<file path="src/rtl/bmn_pkg.sv">
// bmn_pkg: shared helpers for the branch metric normalizer.
// Assumes a rate-1/2 code with hard-decision 2-bit symbols.
package bmn_pkg;

    localparam int BMW = 2;  // raw Hamming metric width, values 0..2

    // Encoder output symbol for register value rv: {parity(g0&rv), parity(g1&rv)}.
    function automatic logic [1:0] exp_sym(input int unsigned g0, input int unsigned g1,
                                           input int unsigned rv);
        return {^(g0 & rv), ^(g1 & rv)};
    endfunction

    // Number of differing bits between two 2-bit symbols.
    function automatic logic [BMW-1:0] hdist(input logic [1:0] a, input logic [1:0] b);
        logic [1:0] x;
        x = a ^ b;
        return {1'b0, x[1]} + {1'b0, x[0]};
    endfunction

endpackage

</file>
<file path="src/rtl/bmn_branch_gen.sv">
// bmn_branch_gen: raw Hamming branch metrics, two per butterfly.
// Assumes G0 and G1 both have their top and bottom tap set, so that the
// branch pairs of a butterfly share metrics and two lanes cover it.
module bmn_branch_gen #(
    parameter int K  = 3,
    parameter int G0 = 7,
    parameter int G1 = 5,
    localparam int NB  = 1 << (K - 2),
    localparam int NBM = 2 * NB
) (
    input  logic [1:0]                  rx_sym,
    output logic [NBM*bmn_pkg::BMW-1:0] bm_flat
);
    import bmn_pkg::*;

    // One butterfly per iteration: lane 2j for input 0, lane 2j+1 for input 1.
    for (genvar j = 0; j < NB; j++) begin : g_bfly
        localparam int unsigned REG_A = unsigned'(j * 2);
        localparam int unsigned REG_B = unsigned'((1 << (K - 1)) + j * 2);
        localparam logic [1:0]  SYM_A = exp_sym(unsigned'(G0), unsigned'(G1), REG_A);
        localparam logic [1:0]  SYM_B = exp_sym(unsigned'(G0), unsigned'(G1), REG_B);

        assign bm_flat[(2*j)*BMW +: BMW]   = hdist(rx_sym, SYM_A);
        assign bm_flat[(2*j+1)*BMW +: BMW] = hdist(rx_sym, SYM_B);
    end

endmodule

</file>
<file path="src/rtl/bmn_min_find.sv">
// bmn_min_find: smallest of N unsigned values of W bits.
// Assumes N >= 1; the search is a plain compare chain.
module bmn_min_find #(
    parameter int N = 4,
    parameter int W = 2
) (
    input  logic [N*W-1:0] val_flat,
    output logic [W-1:0]   min_val
);
    // Walk all values, keeping the running smallest.
    always_comb begin
        min_val = val_flat[W-1:0];
        for (int i = 1; i < N; i++) begin
            if (val_flat[i*W +: W] < min_val)
                min_val = val_flat[i*W +: W];
        end
    end

endmodule

</file>
<file path="src/rtl/bmn_floor_check.sv">
// bmn_floor_check: selects the bias term of the normalization offset.
// Outputs zero when any surviving state's metric is strictly below the
// floor, else the configured bias. Masked-out states are ignored.
module bmn_floor_check #(
    parameter int NS    = 4,
    parameter int PMW   = 8,
    parameter int BIASW = 4
) (
    input  logic [NS*PMW-1:0] pm_flat,
    input  logic [NS-1:0]     surv_mask,
    input  logic [PMW-1:0]    cfg_floor,
    input  logic [BIASW-1:0]  cfg_bias,
    output logic [BIASW-1:0]  bias_term
);
    logic [NS-1:0] below;

    // Per-state strict comparison against the floor.
    always_comb begin
        for (int s = 0; s < NS; s++)
            below[s] = pm_flat[s*PMW +: PMW] < cfg_floor;
    end

    // Bias only when no valid survivor is under the floor.
    always_comb begin
        bias_term = (|(below & surv_mask)) ? '0 : cfg_bias;
    end

endmodule

</file>
<file path="src/rtl/bm_normalizer.sv">
// bm_normalizer: per-depth dynamic normalization of branch metrics.
// Subtracts (smallest raw metric + bias term) from every lane and
// registers the signed results with a one-cycle strobe.
// Assumes one symbol per rx_vld and path metrics of the previous depth
// presented alongside it.
module bm_normalizer #(
    parameter int K     = 3,
    parameter int G0    = 7,
    parameter int G1    = 5,
    parameter int PMW   = 8,
    parameter int BIASW = 4,
    localparam int NS   = 1 << (K - 1),
    localparam int NBM  = 1 << (K - 1),
    localparam int ONW  = ((BIASW > bmn_pkg::BMW) ? BIASW : bmn_pkg::BMW) + 2
) (
    input  logic                 clk,
    input  logic                 rst_n,
    input  logic                 rx_vld,
    input  logic [1:0]           rx_sym,
    input  logic [NS*PMW-1:0]    pm_flat,
    input  logic [NS-1:0]        surv_mask,
    input  logic [PMW-1:0]       cfg_floor,
    input  logic [BIASW-1:0]     cfg_bias,
    output logic                 out_vld,
    output logic [NBM*ONW-1:0]   nbm_flat
);
    import bmn_pkg::*;

    logic [NBM*BMW-1:0] bm_flat;
    logic [BMW-1:0]     bm_min;
    logic [BIASW-1:0]   bias_term;
    logic [ONW-1:0]     offset;
    logic [NBM*ONW-1:0] nbm_next;

    bmn_branch_gen #(.K(K), .G0(G0), .G1(G1)) u_bgen (
        .rx_sym  (rx_sym),
        .bm_flat (bm_flat)
    );

    bmn_min_find #(.N(NBM), .W(BMW)) u_min (
        .val_flat (bm_flat),
        .min_val  (bm_min)
    );

    bmn_floor_check #(.NS(NS), .PMW(PMW), .BIASW(BIASW)) u_floor (
        .pm_flat   (pm_flat),
        .surv_mask (surv_mask),
        .cfg_floor (cfg_floor),
        .cfg_bias  (cfg_bias),
        .bias_term (bias_term)
    );

    // Common offset: smallest metric plus bias term, zero-extended.
    always_comb begin
        offset = {{(ONW-BMW){1'b0}}, bm_min} + {{(ONW-BIASW){1'b0}}, bias_term};
    end

    // Signed difference per lane.
    always_comb begin
        for (int i = 0; i < NBM; i++)
            nbm_next[i*ONW +: ONW] = {{(ONW-BMW){1'b0}}, bm_flat[i*BMW +: BMW]} - offset;
    end

    // Output register: capture on symbol strobe, hold otherwise.
    always_ff @(posedge clk) begin
        if (!rst_n) begin
            out_vld  <= 1'b0;
            nbm_flat <= '0;
        end else begin
            out_vld <= rx_vld;
            if (rx_vld)
                nbm_flat <= nbm_next;
        end
    end

endmodule

</file>
<file path="config.mk">
export PLATFORM = sky130hd
export DESIGN_NAME = bm_normalizer
export DESIGN_NICKNAME = d
export VERILOG_FILES = /design/src/rtl/bmn_pkg.sv /design/src/rtl/bmn_branch_gen.sv /design/src/rtl/bmn_min_find.sv /design/src/rtl/bmn_floor_check.sv /design/src/rtl/bm_normalizer.sv
export SDC_FILE = /design/constraint.sdc
export NUM_CORES = 1
export LEC_CHECK = 0
export ABC_CLOCK_PERIOD_IN_PS = 4600
export BUFFER_PORTS_ARGS = -buffer_cell sky130_fd_sc_hd__buf_2
export CELL_PAD_IN_SITES_DETAIL_PLACEMENT = 1
export CELL_PAD_IN_SITES_GLOBAL_PLACEMENT = 1
export CORE_ASPECT_RATIO = 0.75
export CORE_MARGIN = 2
export CORE_UTILIZATION = 35
export DETAILED_ROUTE_END_ITERATION = 6
export PLACE_DENSITY_LB_ADDON = 0.1
export SYNTH_ARGS = -nofsm -noshare
export SYNTH_HDL_FRONTEND = slang
export SYNTH_SLANG_ARGS = --single-unit
</file>
<file path="constraint.sdc">
create_clock -name clk -period 4.6 [get_ports clk]
set_input_delay 0.92 -clock clk [delete_from_list [all_inputs] [get_ports clk]]
set_output_delay 0.92 -clock clk [all_outputs]
set_load 0.01 [all_outputs]
</file>
==> results of run 1 <==
[registers in the layout, summed over array words and instances (netlist names)]
register  cells
nbm_flat     22
out_vld       1
[layout make-up]
class / count / share of cell area
Clock buffer: 4 / 0.0160
Timing Repair Buffer: 84 / 0.156
Sequential cell: 23 / 0.164
Multi-Input combinational cell: 201 / 0.608
Tap cell: 81 / 0.0361
Inverter: 15 / 0.0201
[cells in the mapped netlist, drive strengths merged (2+ instances only)]
library cell	instances	area share
a41o	4	0.017
nor2b	9	0.024
fa	5	0.044
a31oi	4	0.011
dfxtp	23	0.20
nand4	2	0.0054
a211oi	6	0.022
nor3b	2	0.0087
a31o	4	0.019
nand3	3	0.0065
a21oi	9	0.026
and4	4	0.015
and3	3	0.0082
nand2b	2	0.0054
clkbuf	10	0.016
buf	5	0.018
nor2	13	0.022
nand2	18	0.029
a21o	10	0.033
xor2	3	0.011
ha	41	0.22
and2	4	0.012
inv	15	0.024
o211a	3	0.013
mux2i	4	0.017
a221oi	9	0.048
mux2	2	0.0098
and3b	3	0.011
o21ai	20	0.050
nand4b	2	0.0076
nor3	2	0.0044
o211ai	4	0.013
[logic make-up after synthesis]
kind of cell | share of synthesized area
fa+ha+maj | 0.266
mux | 0.0272
xor+xnor | 0.0114
buf+inv | 0.0587
flops | 0.200
compound gates | 0.264
simple gates | 0.172
[stage by stage]
step	instance area [um2]	setup slack (ns)
2_1_floorplan	2300	0.360
3_3_place_gp	2760	0.198
3_5_place_dp	2760	0.100
4_1_cts	2810	0.351
5_1_grt	2810	0.120
6_report	2810	0.411
[worst max-delay path by stage]
stage          cells past startpoint  slack, ns         start            to
5_1_grt                           17       0.12  cfg_floor[2]  nbm_flat[21]
4_1_cts                           17       0.35  cfg_floor[2]   nbm_flat[9]
2_1_floorplan                     16       0.36  cfg_floor[3]  nbm_flat[14]
3_5_place_dp                      16       0.10  cfg_floor[2]  nbm_flat[21]
3_3_place_gp                      16       0.20  cfg_floor[2]  nbm_flat[21]
6_report                          17       0.41  cfg_floor[2]   nbm_flat[9]
[cell usage in the layout, fill, tap and decap left out, types with 4 or more instances in the layout]
cell type  instances
a211oi_1           5
a21o_1            10
a21oi_1            7
a221oi_1           4
a221oi_2           5
a31oi_1            4
a41o_1             4
and4_1             4
buf_2             77
buf_4              7
dfxtp_1           23
fa_1               5
ha_1              41
inv_1             15
mux2i_1            4
nand2_1           18
nor2_1            12
nor2b_1            9
o211ai_1           4
o21ai_0           13
o21ai_2            4
[power by group]
| part | internal (mW) | switching (mW) | total (mW) |
|---|---|---|---|
| Sequential | 0.223 | 0.0122 | 0.235 |
| Clock | 0.0620 | 0.0727 | 0.135 |
| Combinational | 0.142 | 0.174 | 0.317 |
[worst max-delay path, delay by kind of cell]
family	cells	cell delay [ns]
AO/OA/AOI/OAI	7	1.42
adder cells (fa/ha/maj)	4	1.30
buffers and inverters	3	0.37
AND/OR/NAND/NOR	3	0.35
[per-layer routing]
| metal | global-route usage | vias to the layer above | wire, um |
|---|---|---|---|
| li1 | - | 1083 | - |
| met1 | 0.300 | 983 | 3530 |
| met2 | 0.290 | 45 | 2690 |
| met3 | 0.0310 | 2 | 270 |
| met4 | 0.0108 | 0 | 17 |
| met5 | 0 | - | 0 |
==> impl_results.md, run 1 <==
* Final core occ at 0.444
* Slew headroom at 0.575
* Final Cycle Share at 0.911
* Skew final at 0 ns
* CP dominant cell by count: ha_1
* Post-synthesis sequential area ratio at 0.200
* Cts hold-fix bufs at 0
* Hold Crit Class: reg -> reg
* Achievable Freq at 0.239 GHz
* Power per cell area at 245 nW/um2
* Clock latency on the worst-skew pair at 0.27 ns
* Area occupied by multi-input gates at 1710 um2
* CTS tree: built
* Crit-path slowest cell: fa_1
* Synth Register Bits at 23
* Final ANT Viol Nets at 0
* Sink Count at 23
* Final-report max-slew violation count at 0
* IO Port Bufs at 77
* Layout area overhead at 22.0%
* Dpl hpwl at 5190 um
* First-pass GRT wire length at 11,200 um
* Initial DRC count at 70
* Setup_tns at 0 ns
* First-pass DRT Iterations at 4
* Antenna violations before repair at 0
* Crit Reg-Reg Endpoint: nbm_flat[14]
* CTS Buf Count at 3
* Number of global-route vias before repair at 2,152
* Ys Warns at 0
* Mapped Nets at 353
* DRC at 0
* H-tree levels at 1
* Hold worst-path end: nbm_flat[22]
* Die width at 97.6 um
* WP data required at 4.78 ns
* Total power draw at 686 uW
* Root Buffer: clkbuf_8
* Share of synthesized registers carrying an async set or reset at 0
* Post-CTS setup buffer count at 0
* Hold Startpoint: nbm_flat[22]
* CP max stage delay at 0.52 ns
* Endpoints failing hold at 0
* Reg2reg start: nbm_flat[14]
* Io pins at 78
* GRT Total Usage at 0.192
* Gr ovfl total at 0
* Final net count at 427
* Synth Area per Inst at 9.06 um2
* Synthesized area at 2300 um2
* Hold Path Stages at 2
* Worst-Margin Slew at 0.636 ns
* Core area at 6320 um2
* Vias per cell at 5.18
* LEAKAGE at 1.45 nW
* Final WL at 6500 um
* Cts repair resizes at 0
* CP Cell Sequence: buf_2 > inv_1 > ha_1 > a211oi_1 > o21ai_1 > a21oi_1 > nor2_2 > and3_1 > ha_1 > fa_1 > inv_1 > ha_1 > a21o_1 > nand2_1 > a221oi_1 > a221oi_2 > a21o_1
* Worst R2R Path Depth at 2
* Chip Height at 74.2 um
* Hold_ws at 0.469 ns
* Max FO, Critical Path at 7
* Fill count at 771
* Fraction of final layout cells sized beyond drive strength 1 at 0.324
* FF+latch area at 460 um2
* Setup CP Type: in -> reg
* Finished Layout Cells at 408
* Num rows at 25
* Worst setup SP type: primary input
* Synth Flop Type: dfxtp_1
* Clock buffer depth at 2
* WL per Instance at 15.9 um
* Placed cell count at 404
* RD Place Congestion at 0.802
* Clock transition at path regs at 0.10 ns
* Maxcap violations at 0
* Critical path arrival at 4.37 ns
* Detailed-route via count at 2,113
* # diodes at 0
* Starting Density at 0.364
* Synth cell types at 50
* Post-synth EDFFs at 0
* Setup slack, reg-to-reg at 3.93 ns
* Post-Syn Instances at 254
* Die Footprint at 7250 um2
* Crit path capture type: flip-flop
* RSZ-0062 raised after global routing: no
* Status: complete, no violations
* Maximum vdd drop at 0.108 mV
* Min Tclk post-route at 4.19 ns
* Final setup viols at 0
* Pin count of the biggest net entering global routing at 31
Power figures use the tool's default switching activity.
==> inputs of run 2 (changes only) <==
--- a/config.mk
+++ b/config.mk
@@ -9,7 +9,7 @@
 export BUFFER_PORTS_ARGS = -buffer_cell sky130_fd_sc_hd__buf_2
 export CELL_PAD_IN_SITES_DETAIL_PLACEMENT = 1
 export CELL_PAD_IN_SITES_GLOBAL_PLACEMENT = 1
-export CORE_ASPECT_RATIO = 0.75
+export CORE_ASPECT_RATIO = 0.9
 export CORE_MARGIN = 2
 export CORE_UTILIZATION = 35
 export DETAILED_ROUTE_END_ITERATION = 6
==> run 2 against run 1 <==
Against the previous run:
- non-clock buffer count down 2
- count of clock-buffer cells in the layout down 1
- final cell count up 1.7%
- wire length down 4.1%
- critical path depth down 1
- clock skew unchanged
- combinational power down 2%
- first-iteration DRC count down 56%
- die area about the same
- sequential power about the same
- largest cell class unchanged
- largest power group unchanged
==> impl_results.md, run 2 (synthesis gave the netlist of run 1 again) <==
* Status: complete, no violations
* Area post-placement at 2760 um2
* Dpl hpwl at 5090 um
* Final Cycle Share at 0.914
* First-pass GRT wire length at 10,400 um
* Hold Crit Class: reg -> reg
* Max FO, Critical Path at 9
* Hold Startpoint: nbm_flat[15]
* Starting Density at 0.355
* Power per cell area at 241 nW/um2
* CTS Buf Count at 3
* Critical path arrival at 4.38 ns
* CTS tree: built
* Sink Count at 23
* Detailed-route via count at 2,119
* WL per Instance at 15.0 um
* Chip Height at 80.9 um
* RSZ-0062 raised after global routing: no
* RD Place Congestion at 0.777
* Critical Path Start: cfg_floor[2]
* WP data required at 4.77 ns
* Root Buffer: clkbuf_8
* Crit path capture type: flip-flop
* Maxcap violations at 0
* Final setup viols at 0
* Most frequent cells in the layout: 77 x buf_2, 41 x ha_1, 23 x dfxtp_1
* Finished Layout Cells at 415
* H-tree levels at 1
* Max reg flops at 22
* Clock buffer depth at 2
* Min Tclk post-route at 4.20 ns
* LEAKAGE at 1.44 nW
* Worst-Margin Slew at 0.578 ns
* Number of global-route vias before repair at 2,096
* Clock transition at path regs at 0.09 ns
* Final net count at 425
* Cts hold-fix bufs at 0
* Reg2reg start: nbm_flat[11]
* Register with the most flip-flops: nbm_flat
* Setup CP Type: in -> reg
* Final ANT Viol Nets at 0
* DRC at 0
* Cts repair resizes at 0
* Setup_tns at 0 ns
* Regs by FF count: nbm_flat x22, out_vld x1
* Worst setup SP type: primary input
* Final core occ at 0.433
* Initial DRC count at 31
* Final WL at 6240 um
* Io pins at 78
* Maximum vdd drop at 0.0983 mV
* Num rows at 28
* Post-CTS setup buffer count at 0
* Gr ovfl total at 0
* # diodes at 0
* Slew headroom at 0.614
* Achievable Freq at 0.238 GHz
* Final-report max-slew violation count at 0
* Antenna violations before repair at 0
* Clock latency on the worst-skew pair at 0.28 ns
* Layout area overhead at 21.9%
* Endpoints failing hold at 0
* Vias per cell at 5.11
* Fill count at 799
* Core area at 6480 um2
* First-pass DRT Iterations at 4
* Pin count of the biggest net entering global routing at 31
* Commonest non-fill, non-tap cell in the layout: buf_2
* Die Footprint at 7240 um2
* GRT Total Usage at 0.182
* Placed cell count at 411
* Die width at 89.5 um
* Hold_ws at 0.454 ns
* Post-layout instance area at 2800 um2
* Skew final at 0 ns
* IO Port Bufs at 77
* Fraction of final layout cells sized beyond drive strength 1 at 0.323
## run 2: cell count changes in the layout (fill, tap and decap cells not counted), sizes merged
cell    change
clkbuf      -1
buf         -2
clkinv      +1
## run 2: through the flow
stage	power (mW)	setup WS [ns]
CTS	0.688	0.361
floorplan	0.445	0.360
detailed placement	0.552	0.0616
finish	0.677	0.397
global placement	0.544	0.162
global route	0.737	0.105
## run 2: routing by layer
| metal | routed length, um | vias up | global-route usage | share of wire |
|---|---|---|---|---|
| met4 | 30 | 0 | 0.0179 | 0.0048 |
| met1 | 3340 | 994 | 0.275 | 0.54 |
| met2 | 2680 | 40 | 0.280 | 0.43 |
| met3 | 186 | 5 | 0.0285 | 0.030 |
| li1 | - | 1080 | - | - |
| met5 | 0 | - | 0 | 0 |
## run 2: area by class of cell
cell class | count | area [um2] | area share
tap | 90 | 113 | 0.0402
clock inverter | 1 | 5.00 | 0.00178
inverter | 15 | 56.3 | 0.0201
timing repair buffer | 82 | 423 | 0.151
multi-input combinational | 201 | 1710 | 0.608
sequential | 23 | 460 | 0.164
clock buffer | 3 | 41.3 | 0.0147
## run 2: critical path, stage by stage
cell	delay (ns)
buf_2	0.10
inv_1	0.13
ha_1	0.27
a211oi_1	0.25
o21ai_1	0.13
a21oi_1	0.24
nor2_2	0.08
buf_4	0.17
and3_1	0.20
fa_1	0.53
inv_1	0.17
fa_1	0.53
xor2_1	0.20
and4_1	0.20
and3b_1	0.23
nor2_1	0.05
## run 2: final timing paths
check / to / depth (start not counted) / slack, ns
setup reg to reg: nbm_flat[11] / 2 / 3.91
setup / recovery: nbm_flat[8] / 16 / 0.40
hold reg to reg: nbm_flat[15] / 1 / 0.45
hold / removal: nbm_flat[15] / 1 / 0.45
## run 2: where the power goes
part	internal, mW	leakage, nW	switching, mW
logic	0.138	1.23	0.172
clock network	0.0608	0.0255	0.0721
registers	0.223	0.190	0.0114
total	0.422	1.44	0.255
==> inputs of run 3 (changes only) <==
--- a/config.mk
+++ b/config.mk
@@ -10,7 +10,7 @@
 export CELL_PAD_IN_SITES_DETAIL_PLACEMENT = 1
 export CELL_PAD_IN_SITES_GLOBAL_PLACEMENT = 1
 export CORE_ASPECT_RATIO = 0.9
-export CORE_MARGIN = 2
+export CORE_MARGIN = 10
 export CORE_UTILIZATION = 35
 export DETAILED_ROUTE_END_ITERATION = 6
 export PLACE_DENSITY_LB_ADDON = 0.1
==> run 3 against run 2 <==
Against the previous run:
- clock skew did not move
- via count grew 0.47%
- wire length grew 9.1%
- flip-flop and latch count did not move
- utilization grew 1.4 points
- design area is 0.40% lower
- power decreased by 0.12%
- first-iteration DRC count is 94% higher
- fmax decreased by 1.6%
==> impl_results.md, run 3 (synthesis gave the netlist of run 1 again) <==
* Final ANT Viol Nets at 0
* Maxcap violations at 0
* Vias per cell at 5.18
* WP data required at 4.76 ns
* Post-CTS setup buffer count at 0
* Achievable Freq at 0.234 GHz
* Commonest non-fill, non-tap cell in the layout: buf_2
* Crit path capture type: flip-flop
* Max FO, Critical Path at 7
* Sink Count at 23
* Skew final at 0 ns
* Crit-path slowest cell: fa_1
* Max reg flops at 22
* Critical Path Start: cfg_floor[2]
* Num rows at 27
* Most frequent cells in the layout: 77 x buf_2, 41 x ha_1, 23 x dfxtp_1
* Die width at 105 um
* Status: complete, no violations
* Cts repair resizes at 0
* Initial DRC count at 60
* Core area at 6250 um2
* First-pass DRT Iterations at 4
* Worst-Margin Slew at 0.629 ns
* WL per Instance at 16.6 um
* Layout area overhead at 21.4%
* Hold Path Stages at 1
* Setup slack, reg-to-reg at 3.91 ns
* Io pins at 78
* Final net count at 424
* Fill count at 773
* CP max stage delay at 0.54 ns
* Cts hold-fix bufs at 0
* Endpoints failing hold at 0
* Maximum vdd drop at 0.112 mV
* Root Buffer: clkbuf_8
* Post-layout instance area at 2790 um2
* Clock latency on the worst-skew pair at 0.27 ns
* Clock transition at path regs at 0.09 ns
* RD Place Congestion at 0.777
* # diodes at 0
* Gr ovfl total at 0
* Antenna violations before repair at 0
* Die Footprint at 10,200 um2
* Hold worst-path end: nbm_flat[3]
* IO Port Bufs at 77
* Area post-placement at 2750 um2
* WP buf/inv at 3
* Hold Startpoint: nbm_flat[3]
* Fraction of final layout cells sized beyond drive strength 1 at 0.321
* First-pass GRT wire length at 11,300 um
* Slew headroom at 0.580
* Reg2reg start: nbm_flat[5]
* Crit Reg-Reg Endpoint: nbm_flat[5]
* Critical path arrival at 4.44 ns
* Regs by FF count: nbm_flat x22, out_vld x1
* Min Tclk post-route at 4.27 ns
* Register with the most flip-flops: nbm_flat
* Finished Layout Cells at 411
* CP delay by family, top: adder cells
* LEAKAGE at 1.44 nW
* Starting Density at 0.368
* Final setup viols at 0
* GRT Total Usage at 0.131
* Power per cell area at 242 nW/um2
* H-tree levels at 1
* Hold Crit Class: reg -> reg
* CTS Buf Count at 3
* Final Cycle Share at 0.929
* CP Cell Sequence: buf_2 > inv_1 > ha_1 > a211oi_1 > o21ai_1 > a21oi_1 > nor2_2 > and3_1 > ha_1 > fa_1 > inv_1 > fa_1 > xor2_1 > and4_1 > and3b_1 > nor2_1
* Setup_tns at 0 ns
* Worst setup SP type: primary input
* Placed cell count at 407
* Pin count of the biggest net entering global routing at 31
* Setup CP Type: in -> reg
* Total power draw at 676 uW
* Dpl hpwl at 5740 um
* Number of global-route vias before repair at 2,245
* Worst R2R Path Depth at 2
* Final-report max-slew violation count at 0
* Chip Height at 96.9 um
* Clock buffer depth at 2
* Final WL at 6810 um
* CTS tree: built
* DRC at 0
* RSZ-0062 raised after global routing: no
* Detailed-route via count at 2,129
-- run 3: stage by stage --
stage	utilization	setup WS (ns)	hold slack, ns
finish	0.447	0.327	0.457
global route	0.447	0.0988	0.487
CTS	0.447	0.314	0.463
detailed placement	0.439	0.0334	0.440
global placement	0.439	0.120	0.431
floorplan	-	0.360	0.482
-- run 3: metal layers --
layer / GRT usage / wire length, um / share of wire
met2: 0.206 / 3110 / 0.46
met5: 0 / 0 / 0
met1: 0.174 / 3260 / 0.48
met3: 0.0430 / 403 / 0.059
met4: 0.0115 / 34 / 0.0050
-- run 3: area by class of cell --
type                       count  area, um2  share of cell area
multi-input combinational    201       1710               0.611
sequential                    23        460               0.165
timing repair buffer          81        415               0.149
tap                           87        109              0.0390
inverter                      15       56.3              0.0202
clock buffer                   3       41.3              0.0148
clock inverter                 1       5.00             0.00179
-- run 3: worst max-delay path by stage --
stage / to / cells past startpoint
CTS: nbm_flat[20] / 16
floorplan: nbm_flat[14] / 16
global route: nbm_flat[20] / 16
detailed placement: nbm_flat[20] / 16
finish: nbm_flat[20] / 16
global placement: nbm_flat[9] / 17
-- run 3: power breakdown --
group	switching (mW)	internal, mW	total (mW)
registers	0.0115	0.223	0.234
logic	0.174	0.139	0.313
clock network	0.0679	0.0605	0.128
total	0.254	0.422	0.676
